--- config.mk ---
export PLATFORM = sky130hd
export DESIGN_NAME = hit_merger
export DESIGN_NICKNAME = d
export VERILOG_FILES = /design/src/rtl/hm_pkg.sv /design/src/rtl/hm_chan_queue.sv /design/src/rtl/hm_rr_arb.sv /design/src/rtl/hm_occ_tracker.sv /design/src/rtl/hit_merger.sv
export SDC_FILE = /design/constraint.sdc
export NUM_CORES = 1
export LEC_CHECK = 0
export BUFFER_PORTS_ARGS = -buffer_cell sky130_fd_sc_hd__buf_2
export CAP_MARGIN = 20
export CORE_MARGIN = 5
export CORE_UTILIZATION = 60
export CTS_BUF_LIST = sky130_fd_sc_hd__clkbuf_8 sky130_fd_sc_hd__clkbuf_16
export DETAILED_ROUTE_END_ITERATION = 7
export PLACE_DENSITY = 0.85
export SLEW_MARGIN = 20
export SYNTH_ARGS = -nofsm -noshare
export SYNTH_HDL_FRONTEND = slang
export SYNTH_SLANG_ARGS = --single-unit
--- constraint.sdc ---
create_clock -name clk -period 21.7 [get_ports clk]
set_input_delay 1.085 -clock clk [delete_from_list [all_inputs] [get_ports clk]]
set_output_delay 1.085 -clock clk [all_outputs]
set_load 0.01 [all_outputs]
--- src/rtl/hm_pkg.sv ---
package hm_pkg;
  localparam int unsigned HM_NCH      = 8;
  localparam int unsigned HM_QDEPTH   = 4;
  localparam int unsigned HM_MEAS_W   = 16;
  localparam int unsigned HM_LB_DEPTH = 256;

  // next slot after base, stepping by step, modulo n
  function automatic int unsigned hm_rr_slot(input int unsigned base,
                                             input int unsigned step,
                                             input int unsigned n);
    return (base + step) % n;
  endfunction
endpackage

--- src/rtl/hm_chan_queue.sv ---
// Per-channel derandomizer queue; DEPTH must be a power of two.
module hm_chan_queue #(
  parameter int unsigned DEPTH = 4,
  parameter int unsigned W     = 16
) (
  input  logic         clk,
  input  logic         rst_n,
  input  logic         push,
  input  logic [W-1:0] din,
  input  logic         pop,
  output logic [W-1:0] dout,
  output logic         not_empty,
  output logic         dropped
);
  localparam int unsigned AW = (DEPTH > 1) ? $clog2(DEPTH) : 1;
  localparam int unsigned CW = $clog2(DEPTH + 1);

  logic [W-1:0]  mem [DEPTH];
  logic [AW-1:0] wr_ptr, wr_ptr_nx;
  logic [AW-1:0] rd_ptr, rd_ptr_nx;
  logic [CW-1:0] cnt, cnt_nx;
  logic          is_full, acc, take, cnt_en;

  always_comb begin
    is_full   = (cnt == CW'(DEPTH));
    acc       = push && !is_full;
    take      = pop && (cnt != '0);
    wr_ptr_nx = acc  ? wr_ptr + AW'(1) : wr_ptr;
    rd_ptr_nx = take ? rd_ptr + AW'(1) : rd_ptr;
    cnt_nx    = cnt + CW'(acc) - CW'(take);
    cnt_en    = acc || take;
  end

  always_ff @(posedge clk or negedge rst_n) begin
    if (!rst_n) begin
      wr_ptr <= '0;
      rd_ptr <= '0;
      cnt    <= '0;
    end else if (cnt_en) begin
      wr_ptr <= wr_ptr_nx;
      rd_ptr <= rd_ptr_nx;
      cnt    <= cnt_nx;
    end
  end

  always_ff @(posedge clk) begin
    if (acc) mem[wr_ptr] <= din;
  end

  assign dout      = mem[rd_ptr];
  assign not_empty = (cnt != '0);
  assign dropped   = push && is_full;
endmodule

--- src/rtl/hm_rr_arb.sv ---
// Round-robin arbiter; search starts after the last granted requester.
module hm_rr_arb #(
  parameter int unsigned N  = 8,
  parameter int unsigned IW = 3
) (
  input  logic          clk,
  input  logic          rst_n,
  input  logic [N-1:0]  req,
  input  logic          adv,
  output logic          gnt_vld,
  output logic [IW-1:0] gnt_idx
);
  import hm_pkg::*;

  logic [IW-1:0] last, last_nx;

  always_comb begin
    int unsigned c;
    gnt_vld = 1'b0;
    gnt_idx = '0;
    c       = 0;
    for (int unsigned k = 1; k <= N; k++) begin
      c = hm_rr_slot(int'(last), k, N);
      if (!gnt_vld && req[c]) begin
        gnt_vld = 1'b1;
        gnt_idx = IW'(c);
      end
    end
    last_nx = gnt_idx;
  end

  always_ff @(posedge clk or negedge rst_n) begin
    if (!rst_n)               last <= IW'(N - 1);
    else if (adv && gnt_vld)  last <= last_nx;
  end
endmodule

--- src/rtl/hm_occ_tracker.sv ---
// Latency buffer occupancy counter.
module hm_occ_tracker #(
  parameter int unsigned DEPTH = 256,
  parameter int unsigned OW    = 9
) (
  input  logic          clk,
  input  logic          rst_n,
  input  logic          inc,
  input  logic          dec,
  output logic [OW-1:0] occ,
  output logic          full
);
  logic          dec_ok, occ_en;
  logic [OW-1:0] occ_nx;

  always_comb begin
    dec_ok = dec && (occ != '0);
    occ_nx = occ + OW'(inc) - OW'(dec_ok);
    occ_en = inc ^ dec_ok;
  end

  always_ff @(posedge clk or negedge rst_n) begin
    if (!rst_n)      occ <= '0;
    else if (occ_en) occ <= occ_nx;
  end

  assign full = (occ == OW'(DEPTH));
endmodule

--- src/rtl/hit_merger.sv ---
module hit_merger
  import hm_pkg::*;
#(
  parameter int unsigned NCH      = HM_NCH,
  parameter int unsigned QDEPTH   = HM_QDEPTH,
  parameter int unsigned MEAS_W   = HM_MEAS_W,
  parameter int unsigned LB_DEPTH = HM_LB_DEPTH,
  localparam int unsigned IW      = $clog2(NCH),
  localparam int unsigned WW      = 1 + IW + MEAS_W,
  localparam int unsigned OW      = $clog2(LB_DEPTH + 1)
) (
  input  logic                  clk,
  input  logic                  rst_n,
  input  logic [NCH-1:0]        hit_vld,
  input  logic [NCH*MEAS_W-1:0] hit_meas,
  input  logic                  lb_rd_en,
  input  logic                  stat_rd,
  output logic                  lb_wr_en,
  output logic [WW-1:0]         lb_wr_data,
  output logic [OW-1:0]         lb_occ,
  output logic                  lb_full,
  output logic [NCH-1:0]        drop_flags
);
  logic [MEAS_W-1:0] q_dout [NCH];
  logic [NCH-1:0]    q_nemp, q_pop, q_drop;
  logic              gnt_vld;
  logic [IW-1:0]     gnt_idx;
  logic              wr_ok;
  logic              lost_q, lost_nx, lost_en;
  logic              wr_en_nx;
  logic [WW-1:0]     wr_data_nx;
  logic [NCH-1:0]    flags_nx;
  logic              flags_en;

  // per-channel queues
  for (genvar c = 0; c < NCH; c++) begin : g_ch
    assign q_pop[c] = gnt_vld && (gnt_idx == IW'(c));
    hm_chan_queue #(.DEPTH(QDEPTH), .W(MEAS_W)) u_q (
      .clk      (clk),
      .rst_n    (rst_n),
      .push     (hit_vld[c]),
      .din      (hit_meas[c*MEAS_W +: MEAS_W]),
      .pop      (q_pop[c]),
      .dout     (q_dout[c]),
      .not_empty(q_nemp[c]),
      .dropped  (q_drop[c])
    );
  end

  hm_rr_arb #(.N(NCH), .IW(IW)) u_arb (
    .clk    (clk),
    .rst_n  (rst_n),
    .req    (q_nemp),
    .adv    (1'b1),
    .gnt_vld(gnt_vld),
    .gnt_idx(gnt_idx)
  );

  hm_occ_tracker #(.DEPTH(LB_DEPTH), .OW(OW)) u_occ (
    .clk  (clk),
    .rst_n(rst_n),
    .inc  (wr_ok),
    .dec  (lb_rd_en),
    .occ  (lb_occ),
    .full (lb_full)
  );

  // merge stage next state
  always_comb begin
    wr_ok      = gnt_vld && !lb_full;
    wr_en_nx   = wr_ok;
    wr_data_nx = {lost_q, gnt_idx, q_dout[gnt_idx]};
    lost_nx    = lost_q;
    if (gnt_vld && lb_full) lost_nx = 1'b1;
    else if (wr_ok)         lost_nx = 1'b0;
    lost_en    = gnt_vld;
    flags_nx   = (drop_flags & ~{NCH{stat_rd}}) | q_drop;
    flags_en   = stat_rd || (q_drop != '0);
  end

  always_ff @(posedge clk or negedge rst_n) begin
    if (!rst_n) begin
      lb_wr_en   <= 1'b0;
      lost_q     <= 1'b0;
      drop_flags <= '0;
    end else begin
      lb_wr_en <= wr_en_nx;
      if (lost_en)  lost_q     <= lost_nx;
      if (flags_en) drop_flags <= flags_nx;
    end
  end

  always_ff @(posedge clk) begin
    if (wr_ok) lb_wr_data <= wr_data_nx;
  end
endmodule

==> Yosys cells after proc, flatten, opt, wreduce, memory -nomap -nowiden <==
Memory sizes are Yosys's and may differ from the RTL's.
Index checks and enable logic that the tools add are counted.
{ "op_classes": {"addsub": 42, "n_mul": 0, "div": 0, "order_cmp": 9, "eq_ne": 16, "shifts": 0, "mux": 53, "bitwise": 5, "n_reduce_logical": 96} }
{ "ops": {"columns": ["cell", "n"], "rows": [
  ["binary-select mux 16 bit (select 3 bit)", 1],
  ["logical AND 1 bit", 42],
  ["== test 3 bit, second input constant", 12],
  ["2-to-1 mux 1 bit", 34],
  ["AND reduction 2 bit", 17],
  ["adder 2 x 1 -> 2 bit, second input constant", 16],
  ["< comparator 3 x 4 -> 1 bit, second input constant", 8],
  ["2-to-1 mux 16 bit", 2],
  ["adder 3 x 1 -> 3 bit", 8],
  ["binary-select mux 1 bit (select 3 bit)", 8],
  ["2-to-1 mux 3 bit", 8],
  ["nonzero test 3 bit", 8],
  ["subtractor 3 x 1 -> 3 bit", 8],
  ["logical NOT 1 bit", 16],
  ["adder 3 bit, second input constant", 4],
  ["adder 9 x 1 -> 9 bit", 1],
  ["== test 9 bit, second input constant", 1],
  ["logical OR 1 bit", 9],
  ["nonzero test 9 bit", 1],
  ["subtractor 9 x 1 -> 9 bit", 1],
  ["AND 8 bit", 1],
  ["NOT 8 bit", 1],
  ["bitwise OR 8 bit", 1],
  ["nonzero test 8 bit", 1],
  ["other kinds (9)", 12]
]} }
{ "word_totals": {"register_bits": 98, "latch_bits": 0, "ram_bits": 512, "mem_bits_ro": 0, "in_bits": 140, "out_inout_bits": 39, "wordCells": 259, "memories": 8} }
{ "memory_table": {"columns": ["memory", "depth", "width", "rd", "rd_ports_with_merged_regs", "wr", "line_no", "text"], "rows": [
  ["g_ch[0].u_q.mem", 4, 16, 1, 0, 1, "hm_chan_queue.sv:18", "logic [W-1:0] mem [DEPTH];"],
  ["g_ch[1].u_q.mem", 4, 16, 1, 0, 1, "hm_chan_queue.sv:18", null],
  ["g_ch[2].u_q.mem", 4, 16, 1, 0, 1, "hm_chan_queue.sv:18", null],
  ["g_ch[3].u_q.mem", 4, 16, 1, 0, 1, "hm_chan_queue.sv:18", null],
  ["g_ch[4].u_q.mem", 4, 16, 1, 0, 1, "hm_chan_queue.sv:18", null],
  ["g_ch[5].u_q.mem", 4, 16, 1, 0, 1, "hm_chan_queue.sv:18", null],
  ["+2 memories", null, null, null, null, null, null, null]
]} }

==> Depth between registers and ports, before layout <==
Gate-level depths: netlist of the first run.
{ "logic_depth": {"depth_word": 30, "mapped_depth": 26, "ltp_nobuf": 22} }

==> Cells and area by module <==
From an unflattened synthesis of the first run, not the netlist that was laid out.
{ "hier_totals": {"cells_unflattened": 1401, "hier_area_um2": 26579.2} }
{ "modules_own_cells": {"columns": ["module", "instances", "cells_per_inst", "area_each_um2", "seq_area_each_um2"], "rows": [
  ["hm_chan_queue", 8, 126, 2824.0, 2097.0],
  ["hit_merger", 1, 185, 2045.7, 850.8],
  ["hm_rr_arb", 1, 120, 1119.8, 78.8],
  ["hm_occ_tracker", 1, 88, 822.0, 225.2]
]} }

==> Least setup slack after synthesis of the first run <==
OpenSTA, ideal clock, no wires.
{ "synth_timing": {"path_kind": "flip-flop to flip-flop", "from": "register u_arb.last[0]", "to": "register u_occ.occ[8]", "setup_time_ns": 0.080, "arrival_ns": 6.810, "setup_slack_ns": 14.810, "path_stages_with_launch": 27, "period_less_slack_ns": 6.890, "path_cell_list": "dfstp_2 > clkinv_1 > clkbuf_1 > ha_1 > clkbuf_1 > clkbuf_1 > mux4_2 > mux2_2 > nand3_1 > nor4_1 > a21oi_1 > inv_1 > ha_1 > clkbuf_1 > clkbuf_1 > inv_1 > ha_1 > fa_1 > a21oi_1 > nor2_1 > o21ai_0 > a21oi_1 > o21ai_0 > a21oi_1 > or3_1 > a21oi_1 > xnor2_1"} }
{ "synth_via": {"elab_chain_cells": 28} }
{ "synth_lines": {"columns": ["element", "line_no", "text"], "rows": [
  ["start, declared", "hm_rr_arb.sv:15", "logic [IW-1:0] last, last_nx;"],
  ["start signal, assigned", "hm_rr_arb.sv:33", "if (!rst_n) last <= IW'(N - 1);"],
  ["start signal, assigned", "hm_rr_arb.sv:34", "else if (adv && gnt_vld) last <= last_nx;"],
  ["adder 3 x 1 -> 3 bit", "hm_pkg.sv:11", "return (base + step) % n;"],
  ["binary-select mux 1 bit (select 3 bit)", "hm_rr_arb.sv:24", "if (!gnt_vld && req[c]) begin"],
  ["2-to-1 mux 1 bit (implied by the code)", "hm_rr_arb.sv:24", null],
  ["2-to-1 mux 1 bit", "hm_rr_arb.sv:24", null],
  ["logical NOT 1 bit", "hm_rr_arb.sv:24", null],
  ["logical AND 1 bit", "hm_rr_arb.sv:24", null],
  ["2-to-1 mux 1 bit", "hm_rr_arb.sv:24", null],
  ["logical NOT 1 bit", "hm_rr_arb.sv:24", null],
  ["[... 13 more ...]", null, null],
  ["2-to-1 mux 1 bit", "hm_rr_arb.sv:24", null],
  ["logical NOT 1 bit", "hm_rr_arb.sv:24", null],
  ["logical AND 1 bit", "hm_rr_arb.sv:24", null],
  ["2-to-1 mux 1 bit *", "hm_rr_arb.sv:24", null],
  ["logical AND 1 bit *", "hit_merger.sv:70", "wr_ok = gnt_vld && !lb_full;"],
  ["named net u_occ.inc", "hm_occ_tracker.sv:8", "input logic inc,"],
  ["adder 9 x 1 -> 9 bit", "hm_occ_tracker.sv:18", "occ_nx = occ + OW'(inc) - OW'(dec_ok);"],
  ["subtractor 9 x 1 -> 9 bit", "hm_occ_tracker.sv:18", null],
  ["end signal, assigned", "hm_occ_tracker.sv:24", "else if (occ_en) occ <= occ_nx;"],
  ["end, declared", "hm_occ_tracker.sv:10", "output logic [OW-1:0] occ,"]
]} }
Mark *: on every way through the listed nets, which the timed path passes. The rest lies on a longest branch. The select of a mux whose other input is x is not followed.
A chain may end at the register's enable or synchronous reset.

==> Worst setup path after layout of the first run <==
Ends and elaborated chain as after synthesis.

==> results.md, run 1 <==
| Item | Value | Unit |
|---|---|---|
| Class of the worst hold path | input pin to asynchronous set/reset pin | - |
| Crit Path Max Fanout | 22 | - |
| # hold bufs at CTS | 0 | - |
| CTS Sinks | 610 | - |
| Total grt overflow | 0 | - |
| Number of synthesized register bits | 610 | - |
| Setup repair after global routing missed its margin | false | - |
| Transition at the pin with the smallest max-transition slack | 1.05 | ns |
| Yosys warning total | 0 | - |
| Clock latency of the later-clocked register in the worst-skew pair | 0.63 | ns |
| Htree depth | 2 | - |
| Final setup viols | 0 | - |
| Commonest cells after routing, fill and taps aside | 532 x edfxtp_1, 177 x buf_2, 138 x mux4_2 | - |
| Period utilisation layout | 31.6 | % |
| Hold Vio Cnt, Final | 0 | - |
| Post-synth EDFFs | 532 | - |
| Part of the Yosys area used for sequential elements | 69.5 | % |
| Number of global-route vias before repair | 14800 | - |
| Synthesized net count | 1696 | - |
| Fin. max-slew vios | 0 | - |
| Starting DRT DRC Count | 1576 | - |
| Number of detailed-routing iterations run before antenna repair | 5 | - |
| Top-level I/O count | 179 | - |
| Ys async rst share | 12.8 | % |
| Post-route ant nets | 0 | - |
| Number of buffers created by CTS | 57 | - |
| Starting Density | 60.3 | % |
| Routed wirelength normalized by instance count | 26.9 | um |
| Number of I/O port buffers | 178 | - |
| Nets | 1873 | - |
| Category of the worst setup path capture point | register | - |
| Primary FF master, synth | edfxtp_1 | - |
| Worst reg-to-reg path cell count | 22 | - |
| Endpoint arrival time on the critical path | 7.41 | ns |
| DR DRC count | 0 | - |
| Leading cell type in the layout, fill and taps excluded | edfxtp_1 | - |
| Wirelength, routed | 60900 | um |
| Vertical extent of the die | 217 | um |
| Setup tns final | 0 | ns |
| Post-detailed-placement half-perimeter wirelength | 40100 | um |
| Root Buffer | clkbuf_16 | - |
| CTS tree | yes | - |
| Number of antenna violations at the first check in global routing | 18 | - |
| Setup bufs post-CTS | 0 | - |
| FF-to-FF setup slack | 14.83 | ns |
| Post-Route Skew | 0.0267 | ns |
| Combined area of all synthesized cells | 0.0258 | mm2 |
| Clock transition at the registers of the reported paths | 0.06 | ns |
| Outcome | finished, final reports clean | - |
| Overall die area | 0.0472 | mm2 |
| GRT Overall Usage | 25.8 | % |
| Final RePlAce weighted congestion | 0.875 | - |
| Synthesized area per cell | 17.4 | um2 |
| Number of cells produced by synthesis | 1485 | - |
| FILL cells | 2652 | - |
| Startpoint of the lowest-slack register-to-register path | u_arb.last[0] | - |
| Resized cells post-CTS | 0 | - |
| Cell Rows | 76 | - |
| Final Critical Period | 6.87 | ns |
| Layout cells sized above 1 | 26.5 | % |
| Post-DR vias/cell | 6.39 | - |
| Max Cap Violations | 0 | - |
| Critical path required time | 22.24 | ns |
| Core region area | 0.0428 | mm2 |
| Max_slew headroom | 30.0 | % |
| Clock Path Buffers | 3 | - |
| Routed vias | 14500 | - |
| Achievable frequency | 146 | MHz |
| Startpoint types | register | - |
| WS Path Type | register to register | - |
| Global-route wire length before repair | 91100 | um |
| Largest net degree at the start of global routing | 70 | - |
| Library cells used by synthesis | 77 | - |
| Area delta synth->final | 12.7 | % |
| Capture instance of the worst register-to-register path | u_occ.occ[8] | - |
| Floorplan die width | 217 | um |
[cell type report]
class / count / area (um2) / share of cell area, %
multi-input cells: 726 / 7260 / 25.0
well taps: 546 / 683 / 2.35
repair buffers: 186 / 968 / 3.33
clock buffers: 59 / 1450 / 5.00
inverters: 81 / 304 / 1.05
clock inverters: 48 / 442 / 1.52
flip-flops and latches: 610 / 17900 / 61.7
diodes: 9 / 22.5 / 0.0775
[cell usage after synthesis, drive strengths merged, types with 22 or more instances]
cell type	instances	area share [%]
and2	35	0.85
mux4	138	12
edfxtp	532	62
a21oi	54	1.0
xnor2	31	1.1
dfrtp	75	7.3
nor2	32	0.50
ha	62	3.0
o21ai	30	0.60
inv	79	1.1
and3	22	0.53
clkbuf	37	0.54
buf	31	0.63
nand2	134	2.0
[cell families after synthesis]
family,count (synthesis),synth area share [%]
fa+ha+maj,71,3.71
simple gates,279,5.25
compound gates,180,4.98
mux,150,12.6
xor+xnor,46,1.63
flops,610,69.5
buf+inv,149,2.34
[sequential cells by signal (all words and copies together) (netlist names), 3 cells and up]
| register | cells |
|---|---|
| g_ch.u_q.mem | 512 |
| g_ch.u_q.cnt | 24 |
| lb_wr_data | 20 |
| g_ch.u_q.rd_ptr | 16 |
| g_ch.u_q.wr_ptr | 16 |
| u_occ.occ | 9 |
| drop_flags | 8 |
| u_arb.last | 3 |
[critical path: stages, from the launching register on]
cell and delay [ns]:
dfstp_2 0.68, clkinv_1 0.52, ha_1 0.91, mux4_2 0.46, a211oi_4 0.40, nand3b_2 0.20, nor4_1 0.62, a21oi_2 0.11
buf_4 0.27, inv_1 0.10, ha_1 0.43, inv_1 0.09, ha_1 0.22, fa_1 0.41, a21oi_1 0.14, nor2_1 0.06
o21ai_0 0.15, a21oi_1 0.09, o21ai_0 0.20, a21oi_1 0.11, or3_1 0.31, a21oi_1 0.18, xnor2_1 0.13
[metal layers]
layer | wire (um) | track usage, % | share of wire [%]
met2 | 29700 | 41.5 | 49
met4 | 2680 | 9.90 | 4.4
met3 | 5720 | 6.86 | 9.4
met5 | 125 | 0 | 0.21
met1 | 22700 | 34.6 | 37
[how the worst max path moves through the flow]
stage / end / slack (ns) / startpoint
2_1_floorplan: u_occ.occ[8] / 14.81 / u_arb.last[0]
3_3_place_gp: u_occ.occ[8] / 15.07 / u_arb.last[0]
3_5_place_dp: u_occ.occ[8] / 14.93 / u_arb.last[0]
4_1_cts: u_occ.occ[8] / 14.87 / u_arb.last[0]
5_1_grt: u_occ.occ[8] / 14.25 / u_arb.last[0]
6_report: u_occ.occ[8] / 14.83 / u_arb.last[0]
[metrics by stage]
stage / cell area (um2) / instances / setup slack [ns] / hold WS, ns / utilization, %
2_1_floorplan: 25800 / 1485 / 14.81 / 0.421 / -
3_3_place_gp: 27100 / 2147 / 15.07 / 0.434 / 63.4
3_5_place_dp: 27100 / 2149 / 14.93 / 0.446 / 63.4
4_1_cts: 29000 / 2256 / 14.87 / 0.348 / 67.9
5_1_grt: 29100 / 2263 / 14.25 / 0.366 / 67.9
6_report: 29100 / 2265 / 14.83 / 0.363 / 67.9
Power of run 1 is not shown: default switching activity piles up to over one toggle a cycle in this logic, so the estimate is an artifact.
==> run 2, diff against run 1 <==
--- a/config.mk
+++ b/config.mk
@@ -8,10 +8,10 @@
 export BUFFER_PORTS_ARGS = -buffer_cell sky130_fd_sc_hd__buf_2
 export CAP_MARGIN = 20
 export CORE_MARGIN = 5
-export CORE_UTILIZATION = 60
+export CORE_UTILIZATION = 55
 export CTS_BUF_LIST = sky130_fd_sc_hd__clkbuf_8 sky130_fd_sc_hd__clkbuf_16
 export DETAILED_ROUTE_END_ITERATION = 7
-export PLACE_DENSITY = 0.85
+export PLACE_DENSITY = 0.83
 export SLEW_MARGIN = 20
 export SYNTH_ARGS = -nofsm -noshare
 export SYNTH_HDL_FRONTEND = slang
==> constraint.sdc (replaced) <==
create_clock -name clk -period 5.95 [get_ports clk]
set_input_delay 0.2975 -clock clk [delete_from_list [all_inputs] [get_ports clk]]
set_output_delay 0.2975 -clock clk [all_outputs]
set_load 0.01 [all_outputs]
==> results.md, run 2 (synthesis gave the netlist of run 1 again) <==
| Item | Value | Unit |
|---|---|---|
| Post-route ant nets | 0 | - |
| Root Buffer | clkbuf_16 | - |
| Hold Vio Cnt, Final | 0 | - |
| Outcome | finished, final reports clean | - |
| Htree depth | 2 | - |
| Number of I/O port buffers | 178 | - |
| Commonest cells after routing, fill and taps aside | 532 x edfxtp_1, 177 x buf_2, 138 x mux4_2 | - |
| Cell count after placement | 2226 | - |
| Max Cap Violations | 0 | - |
| Total power density per cell area | 630 | mW/mm2 |
| Largest registers in the final layout | g_ch.u_q.mem x512, g_ch.u_q.cnt x24, lb_wr_data x20 | - |
| Routed met3 length | 5590 | um |
| CTS tree | yes | - |
| Setup bufs post-CTS | 0 | - |
| Endpoint arrival time on the critical path | 6.05 | ns |
| GRT Overall Usage | 25.0 | % |
| Global-route wire length before repair | 95700 | um |
| Clock latency of the later-clocked register in the worst-skew pair | 0.61 | ns |
| Area delta synth->final | 19.3 | % |
| Vertical extent of the die | 227 | um |
| Post-detailed-placement half-perimeter wirelength | 40000 | um |
| Top-level I/O count | 179 | - |
| Routed vias | 15100 | - |
| Final setup viols | 0 | - |
| Starting DRT DRC Count | 1795 | - |
| Worst vdd rail ir drop | 0.466 | mV |
| Max_slew headroom | 34.0 | % |
| Nets | 2024 | - |
| WS Path Type | register to register | - |
| Total grt overflow | 0 | - |
| Number of buffers created by CTS | 59 | - |
| Finished Layout Cells | 2471 | - |
| Final Critical Period | 5.52 | ns |
| Critical path required time | 6.48 | ns |
| Routed wirelength normalized by instance count | 25.6 | um |
| Core region area | 0.0465 | mm2 |
| Transition at the pin with the smallest max-transition slack | 0.990 | ns |
| Starting Density | 55.5 | % |
| Class of the worst hold path | input pin to register | - |
| CTS Sinks | 610 | - |
| Period utilisation layout | 92.8 | % |
| Flip-flop count of the largest register after layout | 512 | - |
| Post-route met1 wirelength | 24700 | um |
| Overall die area | 0.0513 | mm2 |
| Number of global-route vias before repair | 15600 | - |
| Number of antenna violations at the first check in global routing | 5 | - |
| Met2 routed WL | 30900 | um |
| Post-Route Skew | 0.0184 | ns |
| Clock transition at the registers of the reported paths | 0.07 | ns |
| Final RePlAce weighted congestion | 0.858 | - |
| Crit Path Max Fanout | 11 | - |
| Floorplan die width | 227 | um |
| Register bank with the most flops | g_ch.u_q.mem | - |
| Cell Rows | 79 | - |
| Top sig layer | met5 | - |
| Setup tns final | 0 | ns |
| Largest net degree at the start of global routing | 73 | - |
| Setup repair after global routing missed its margin | false | - |
| Worst hold slack across all endpoints | 0.0334 | ns |
| Leak Pwr | 11.2 | nW |
| Post-DR vias/cell | 6.10 | - |
| Layout cells sized above 1 | 25.5 | % |
| Wirelength, routed | 63400 | um |
| DR DRC count | 0 | - |
| Number of detailed-routing iterations run before antenna repair | 7 | - |
| Clock Path Buffers | 3 | - |
| Fin. max-slew vios | 0 | - |
| Leading cell type in the layout, fill and taps excluded | edfxtp_1 | - |
| Achievable frequency | 181 | MHz |
| Startpoint types | register | - |
| Category of the worst setup path capture point | register | - |
## run 2: cell count changes in the layout (fill, tap and decap cells not counted), moves of 2 or more
| cell | change |
|---|---|
| clkinv_8 | -2 |
| buf_4 | +15 |
| clkbuf_16 | +2 |
| clkinv_1 | +6 |
| a2111oi_2 | +2 |
| clkinvlp_4 | -3 |
| dlygate4sd3_1 | +132 |
| clkinv_2 | -3 |
| diode_2 | -7 |
| a2111oi_1 | -2 |
| clkbuf_8 | +3 |
| inv_1 | -5 |
| bufinv_16 | +4 |
## run 2: through the flow
stage	util, %	worst slack, ns	area, um2	power [mW]
3_5_place_dp	58.9	0.283	27400	15.2
5_1_grt	66.2	0.103	30800	20.4
6_report	66.2	0.431	30800	19.4
2_1_floorplan	-	0.0687	25800	12.4
3_3_place_gp	58.8	0.329	27300	14.8
4_1_cts	66.2	0.185	30700	19.2
## run 2: where the power goes
group | total [mW] | internal (mW) | switching, mW
clock | 3.95 | 2.34 | 1.61
combinational | 8.62 | 3.44 | 5.18
sequential | 6.82 | 5.93 | 0.893
## run 2: repair_timing
item | 4_1_cts | 5_1_grt
endpoints found under the hold margin | 529 | 0
hold buffers | 132 | 0
resized for setup | 0 | 2
endpoints found under the setup margin | 0 | 1
## run 2: critical path: stages, from the launching register on
cell and delay [ns]:
dfstp_2 0.54, clkinv_1 0.07, ha_1 0.55, mux4_2 0.61, mux2_2 0.35, nand3b_2 0.11
nor4_1 0.05, buf_4 0.19, a21oi_4 0.50, inv_1 0.10, ha_1 0.32, inv_1 0.04
ha_1 0.20, fa_1 0.41, a21oi_1 0.15, nor2_1 0.06, o21ai_0 0.14, a21oi_1 0.09
o21ai_0 0.21, a21oi_1 0.11, or3_1 0.31, a21oi_1 0.18, xnor2_1 0.13
## run 2: routing by layer
metal  GRT usage [%]  vias to the layer above
li1                -                     6441
met1            35.0                     7674
met2            40.0                      845
met3            5.19                      116
met4            8.36                        6
met5               0                        -
## run 2: final timing paths
| kind | from | to | slack (ns) | cells after the start |
|---|---|---|---|---|
| max in group asynchronous | rst_n | g_ch[4].u_q.rd_ptr[0] | 4.88 | 3 |
| max | u_arb.last[0] | u_occ.occ[8] | 0.43 | 22 |
| min in group asynchronous | rst_n | u_occ.occ[6] | 0.06 | 2 |
| max reg2reg | u_arb.last[0] | u_occ.occ[8] | 0.43 | 22 |
| min reg2reg | lost_q | lb_wr_data[19] | 0.45 | 0 |
| min | hit_vld[6] | drop_flags[6] | 0.03 | 3 |
## run 2: layout make-up
cell class / instances / area, um2
inverters: 81 / 304
clock buffers: 64 / 1550
fillers: 2958 / 15700
repair buffers: 334 / 2430
well taps: 607 / 759
diodes: 2 / 5.00
flip-flops and latches: 610 / 17900
multi-input cells: 727 / 7290
clock inverters: 46 / 504
Power figures use the tool's default switching activity.
